`config.mk`:
```
export PLATFORM = sky130hd
export DESIGN_NAME = oe_router
export DESIGN_NICKNAME = d
export VERILOG_FILES = /design/src/rtl/oe_router_pkg.sv /design/src/rtl/oe_router_dp.sv /design/src/rtl/oe_router_ctrl.sv /design/src/rtl/oe_router.sv
export SDC_FILE = /design/constraint.sdc
export NUM_CORES = 1
export LEC_CHECK = 0
export BUFFER_PORTS_ARGS = -buffer_cell sky130_fd_sc_hd__clkbuf_2
export CORE_ASPECT_RATIO = 0.5
export CORE_MARGIN = 3
export CORE_UTILIZATION = 25
export CTS_BUF_LIST = sky130_fd_sc_hd__clkbuf_4 sky130_fd_sc_hd__clkbuf_8 sky130_fd_sc_hd__clkbuf_16
export CTS_CLUSTER_SIZE = 28
export DETAILED_ROUTE_END_ITERATION = 10
export GPL_ROUTABILITY_DRIVEN = 1
export HOLD_SLACK_MARGIN = 0.08
export PLACE_DENSITY = 0.55
export SYNTH_ARGS = -nofsm -noshare
export SYNTH_HDL_FRONTEND = slang
export SYNTH_SLANG_ARGS = --single-unit
```
`constraint.sdc`:
```
create_clock -name clk -period 2.55 [get_ports clk]
set_input_delay 0.51 -clock clk [delete_from_list [all_inputs] [get_ports clk]]
set_output_delay 0.51 -clock clk [all_outputs]
set_load 0.005 [all_outputs]
```
`src/rtl/oe_router_pkg.sv`:
```
package oe_router_pkg;
  parameter int OUT_COUNT = 8;
  parameter int PIN_COUNT = 3;
  parameter int PARK_W    = 2;

  typedef enum logic [PARK_W-1:0] {
    PARK_LOW  = 2'b00,
    PARK_HIGH = 2'b01,
    PARK_HIZ  = 2'b10,
    PARK_HIZ2 = 2'b11
  } park_e;

  // strobes from control to datapath
  typedef struct packed {
    logic [OUT_COUNT-1:0] runNext;
    logic [OUT_COUNT-1:0] forceOff;
  } ctrl_strobe_t;
endpackage

```
`src/rtl/oe_router_dp.sv`:
```
module oe_router_dp
  import oe_router_pkg::*;
(
  input  logic                        clk,
  input  logic                        rst_n,
  input  logic [OUT_COUNT-1:0]        srcClk,
  input  logic [OUT_COUNT-1:0]        invert,
  input  logic [OUT_COUNT*PARK_W-1:0] parkMode,
  input  ctrl_strobe_t                strobe,
  output logic [OUT_COUNT-1:0]        srcRise,
  output logic [OUT_COUNT-1:0]        clkOut,
  output logic [OUT_COUNT-1:0]        clkOe
);
  logic [OUT_COUNT-1:0] srcQ;
  logic [OUT_COUNT-1:0] srcPrev;
  logic [OUT_COUNT-1:0] nextData;
  logic [OUT_COUNT-1:0] nextOe;

  // reset to ones so no false rise appears right after reset
  always_ff @(posedge clk or negedge rst_n) begin
    if (!rst_n) begin
      srcQ    <= '1;
      srcPrev <= '1;
    end else begin
      srcQ    <= srcClk;
      srcPrev <= srcQ;
    end
  end

  assign srcRise = srcQ & ~srcPrev;

  generate
    for (genvar i = 0; i < OUT_COUNT; i++) begin : g_lane
      park_e mode;
      assign mode = park_e'(parkMode[i*PARK_W +: PARK_W]);

      assign nextData[i] = strobe.forceOff[i] ? 1'b0 :
                           strobe.runNext[i]  ? (srcQ[i] ^ invert[i]) :
                           (mode == PARK_HIGH);
      assign nextOe[i]   = strobe.forceOff[i] ? 1'b0 :
                           strobe.runNext[i]  ? 1'b1 :
                           ((mode == PARK_LOW) || (mode == PARK_HIGH));
    end
  endgenerate

  always_ff @(posedge clk or negedge rst_n) begin
    if (!rst_n) begin
      clkOut <= '0;
      clkOe  <= '0;
    end else begin
      clkOut <= nextData;
      clkOe  <= nextOe;
    end
  end
endmodule

```
`src/rtl/oe_router_ctrl.sv`:
```
module oe_router_ctrl
  import oe_router_pkg::*;
#(
  parameter int SYNC_STAGES = 2
) (
  input  logic                           clk,
  input  logic                           rst_n,
  input  logic [PIN_COUNT-1:0]           nOePin,
  input  logic [OUT_COUNT*PIN_COUNT-1:0] linkMask,
  input  logic [OUT_COUNT-1:0]           powerDown,
  input  logic [OUT_COUNT-1:0]           srcRise,
  output ctrl_strobe_t                   strobe
);
  logic [SYNC_STAGES-1:0][PIN_COUNT-1:0] syncQ;
  logic [PIN_COUNT-1:0] pinsHeld;
  logic [OUT_COUNT-1:0] running;
  logic [OUT_COUNT-1:0] wantOff;
  logic [OUT_COUNT-1:0] runNext;

  // pins reset to the disabling level
  always_ff @(posedge clk or negedge rst_n) begin
    if (!rst_n) begin
      syncQ <= '1;
    end else begin
      syncQ[0] <= nOePin;
      for (int s = 1; s < SYNC_STAGES; s++) syncQ[s] <= syncQ[s-1];
    end
  end

  assign pinsHeld = syncQ[SYNC_STAGES-1];

  generate
    for (genvar i = 0; i < OUT_COUNT; i++) begin : g_resolve
      // any linked pin that is high stops the output
      assign wantOff[i] = powerDown[i] |
                          (|(linkMask[i*PIN_COUNT +: PIN_COUNT] & pinsHeld));
      // decisions change only at a source rising edge
      assign runNext[i] = powerDown[i] ? 1'b0 :
                          srcRise[i]   ? ~wantOff[i] : running[i];
    end
  endgenerate

  always_ff @(posedge clk or negedge rst_n) begin
    if (!rst_n) running <= '0;
    else        running <= runNext;
  end

  assign strobe.runNext  = runNext;
  assign strobe.forceOff = powerDown;
endmodule

```
`src/rtl/oe_router.sv`:
```
module oe_router
  import oe_router_pkg::*;
(
  input  logic                           clk,
  input  logic                           rst_n,
  input  logic [OUT_COUNT-1:0]           srcClk,
  input  logic [PIN_COUNT-1:0]           nOePin,
  input  logic [OUT_COUNT*PIN_COUNT-1:0] linkMask,
  input  logic [OUT_COUNT-1:0]           invert,
  input  logic [OUT_COUNT*PARK_W-1:0]    parkMode,
  input  logic [OUT_COUNT-1:0]           powerDown,
  output logic [OUT_COUNT-1:0]           clkOut,
  output logic [OUT_COUNT-1:0]           clkOe
);
  ctrl_strobe_t         strobe;
  logic [OUT_COUNT-1:0] srcRise;

  oe_router_ctrl #(.SYNC_STAGES(2)) i_ctrl (
    .clk       (clk),
    .rst_n     (rst_n),
    .nOePin    (nOePin),
    .linkMask  (linkMask),
    .powerDown (powerDown),
    .srcRise   (srcRise),
    .strobe    (strobe)
  );

  oe_router_dp i_dp (
    .clk      (clk),
    .rst_n    (rst_n),
    .srcClk   (srcClk),
    .invert   (invert),
    .parkMode (parkMode),
    .strobe   (strobe),
    .srcRise  (srcRise),
    .clkOut   (clkOut),
    .clkOe    (clkOe)
  );
endmodule

```
==> results.json <==
{
  "critPathCaptureType": "flop",
  "cpMaxStageDelayCell": "dfstp_2",
  "hold_path_class": "input port to async pin",
  "cp.arrival_ns": 1.65,
  "gp_congestion": 0.689,
  "num_vias": 1291,
  "drt_iter0_markers": 48,
  "synthToLayoutAreaGrowth_pct": 38.0,
  "ys_seq_area_share_pct": 63.3,
  "dieArea_um2": 8580,
  "insertedDiodeCount": 0,
  "critPathMostFrequentCell": "a22oi_2",
  "cts_max_level": 2,
  "max_stage_delay_ns": 0.70,
  "cts.clk_slew.worst_paths_ns": 0.06,
  "ir_drop_v": 0.000345,
  "netlist_instances": 129,
  "use_met3_pct": 3.12,
  "grt_max_degree": 28,
  "layout_commonest_cell": "clkbuf_2",
  "place_hpwl_um": 3240,
  "finClkSkew_ns": 0.00497,
  "power.leakage_nw": 1.23,
  "finalHoldViolCount": 0,
  "rrSetupSlack_ns": 1.07,
  "cellPowerDensity_nw_per_um2": 716,
  "grt_first_pass_wirelength_um": 6460,
  "cts_buffers": 5,
  "grt_util_met2_pct": 17.2,
  "synth-seq-cells": 46,
  "r2r-start": "i_ctrl.pinsHeld[1]",
  "rows": 21,
  "period_needed_ns": 1.48,
  "grt_use_met1_pct": 11.6,
  "slew_violations": 0,
  "start_kind": "flop",
  "tns_ns": 0,
  "clockBufferDepth": 2,
  "stdcell_area_um2": 2570,
  "r2r_cells": 3,
  "finalCritPeriodShare_pct": 58.0,
  "placed_cell_area_um2": 2370,
  "drive_gt1_share_pct": 63.5,
  "nets": 287,
  "yosysWarnings": 0,
  "critPathMaxFanout": 8,
  "worstMarginPinSlew_ns": 0.668,
  "clk_latency_ns": 0.28,
  "io_buffer_count": 84,
  "setup_viol": 0,
  "core-area_um2": 6940,
  "worst_slew_margin_rel_pct": 55.5,
  "synth.cell_area_um2": 1860,
  "cts_setup_buffers": 0,
  "reg2reg_to": "i_dp.clkOut[3]",
  "via_per_inst": 4.15,
  "clkSinkCount": 46,
  "die_h_um": 67.0,
  "outcome": "completed",
  "cts-root-buf": "clkbuf_16",
  "synth_fp_nets": 198,
  "firstDrtPassIters": 4,
  "grt_pass1_vias": 1373,
  "synthDistinctLibCells": 11,
  "cts_hold_buf": 0,
  "post-route-util_pct": 37.0,
  "drv_cap": 0,
  "postSynthAreaPerCell_um2": 14.4,
  "rsz0062_at_grt": "no",
  "fp.dieW_um": 128,
  "clock.fmax_mhz": 676,
  "drcViolationCount": 0,
  "layout_common_cells": "clkbuf_2, dfrtp_1, dfstp_2",
  "crit_type": "flop to flop",
  "grt_overflow": 0,
  "wl_per_cell_um": 12.9,
  "grt_use_total_pct": 9.79,
  "final_antenna_net_count": 0,
  "antenna_found_initial": 0,
  "cts_tree": "built",
  "grt-busiest-layer": "met2",
  "cp.required_ns": 2.72,
  "fillCellCount": 704,
  "cts_resized": 0,
  "hold_ws_ns": 0.253,
  "initial_core_util_pct": 26.8,
  "io_pins": 85,
  "drt-total-wl_um": 4000,
  "crit_chain": "a22oi_2 -> a22oi_2 -> mux2_4"
}
==> power by group <==
group,total [W],internal (W),switching (W)
Clock,0.000846,0.000588,0.000258
Combinational,0.000184,0.000102,0.0000817
Sequential,0.000810,0.000786,0.0000243
==> registers in the layout, summed over array words and instances (netlist names) <==
| name | count |
|---|---|
| i_dp.srcQ | 8 |
| i_dp.clkOut | 8 |
| i_dp.clkOe | 8 |
| i_ctrl.pinsHeld | 3 |
| i_ctrl.running | 8 |
| i_ctrl.syncQ | 3 |
| i_dp.srcPrev | 8 |
==> metrics by stage <==
step                      std cells  total power (W)  setup WS (ns)
after floorplan                 129         0.000905           1.20
after global placement          303          0.00101           1.08
after detailed placement        303          0.00101           1.06
after CTS                       311          0.00187           1.05
after global routing            311          0.00192          0.985
final                           311          0.00184           1.07
==> logic make-up (layout without fill, tap and decap cells) <==
kind of cell	after synthesis	after routing	share of synthesized area, %
and+or+nand+nor	32	32	9.14
AOI/OAI and AO/OA	32	32	15.5
buffers and inverters	3	93	1.81
DFF	46	46	63.3
xor gates and xnor gates	8	8	3.76
muxes	8	8	6.45
==> final cells by class <==
cell class              count  area [µm²]  area share (%)
multi-input cells          80         649            25.3
clock buffers               6         139            5.40
well taps                  92         115            4.48
clock inverters             2        60.1            2.34
repair buffers             85         428            16.7
flip-flops and latches     46        1180            45.9
==> metal layers <==
metal	share of wire, %	routed length [µm]
met4	0.62	25
met3	4.8	194
met2	54	2140
met1	41	1640
met5	0	0
==> cells in the mapped netlist <==
| cell | instances | area (µm²) |
|---|---|---|
| nor2_1 | 16 | 60.1 |
| dfrtp_1 | 24 | 601 |
| mux2_4 | 8 | 120 |
| nand2b_1 | 8 | 50.1 |
| a22oi_4 | 1 | 21.3 |
| buf_6 | 3 | 33.8 |
| a21oi_1 | 16 | 80.1 |
| dfstp_2 | 22 | 578 |
| a22oi_2 | 15 | 188 |
| xnor2_1 | 8 | 70.1 |
| nor3b_1 | 8 | 60.1 |
==> worst max-delay path by stage <==
stage / startpoint / to / slack [ns]
2_1_floorplan: i_ctrl.pinsHeld[1] / i_dp.clkOut[3] / 1.20
3_3_place_gp: i_ctrl.pinsHeld[1] / i_dp.clkOut[3] / 1.08
3_5_place_dp: i_ctrl.pinsHeld[1] / i_dp.clkOut[3] / 1.06
4_1_cts: i_ctrl.pinsHeld[0] / i_dp.clkOut[0] / 1.05
5_1_grt: i_ctrl.pinsHeld[0] / i_dp.clkOut[0] / 0.99
6_report: i_ctrl.pinsHeld[1] / i_dp.clkOut[3] / 1.07
==> worst max-delay path, delay by kind of cell (launching register included) <==
| family | cells | cell delay (ns) |
|---|---|---|
| AO/OA/AOI/OAI | 2 | 0.36 |
| multiplexers | 1 | 0.32 |
| flip-flops | 1 | 0.70 |
(Power assumes the default switching activity.)
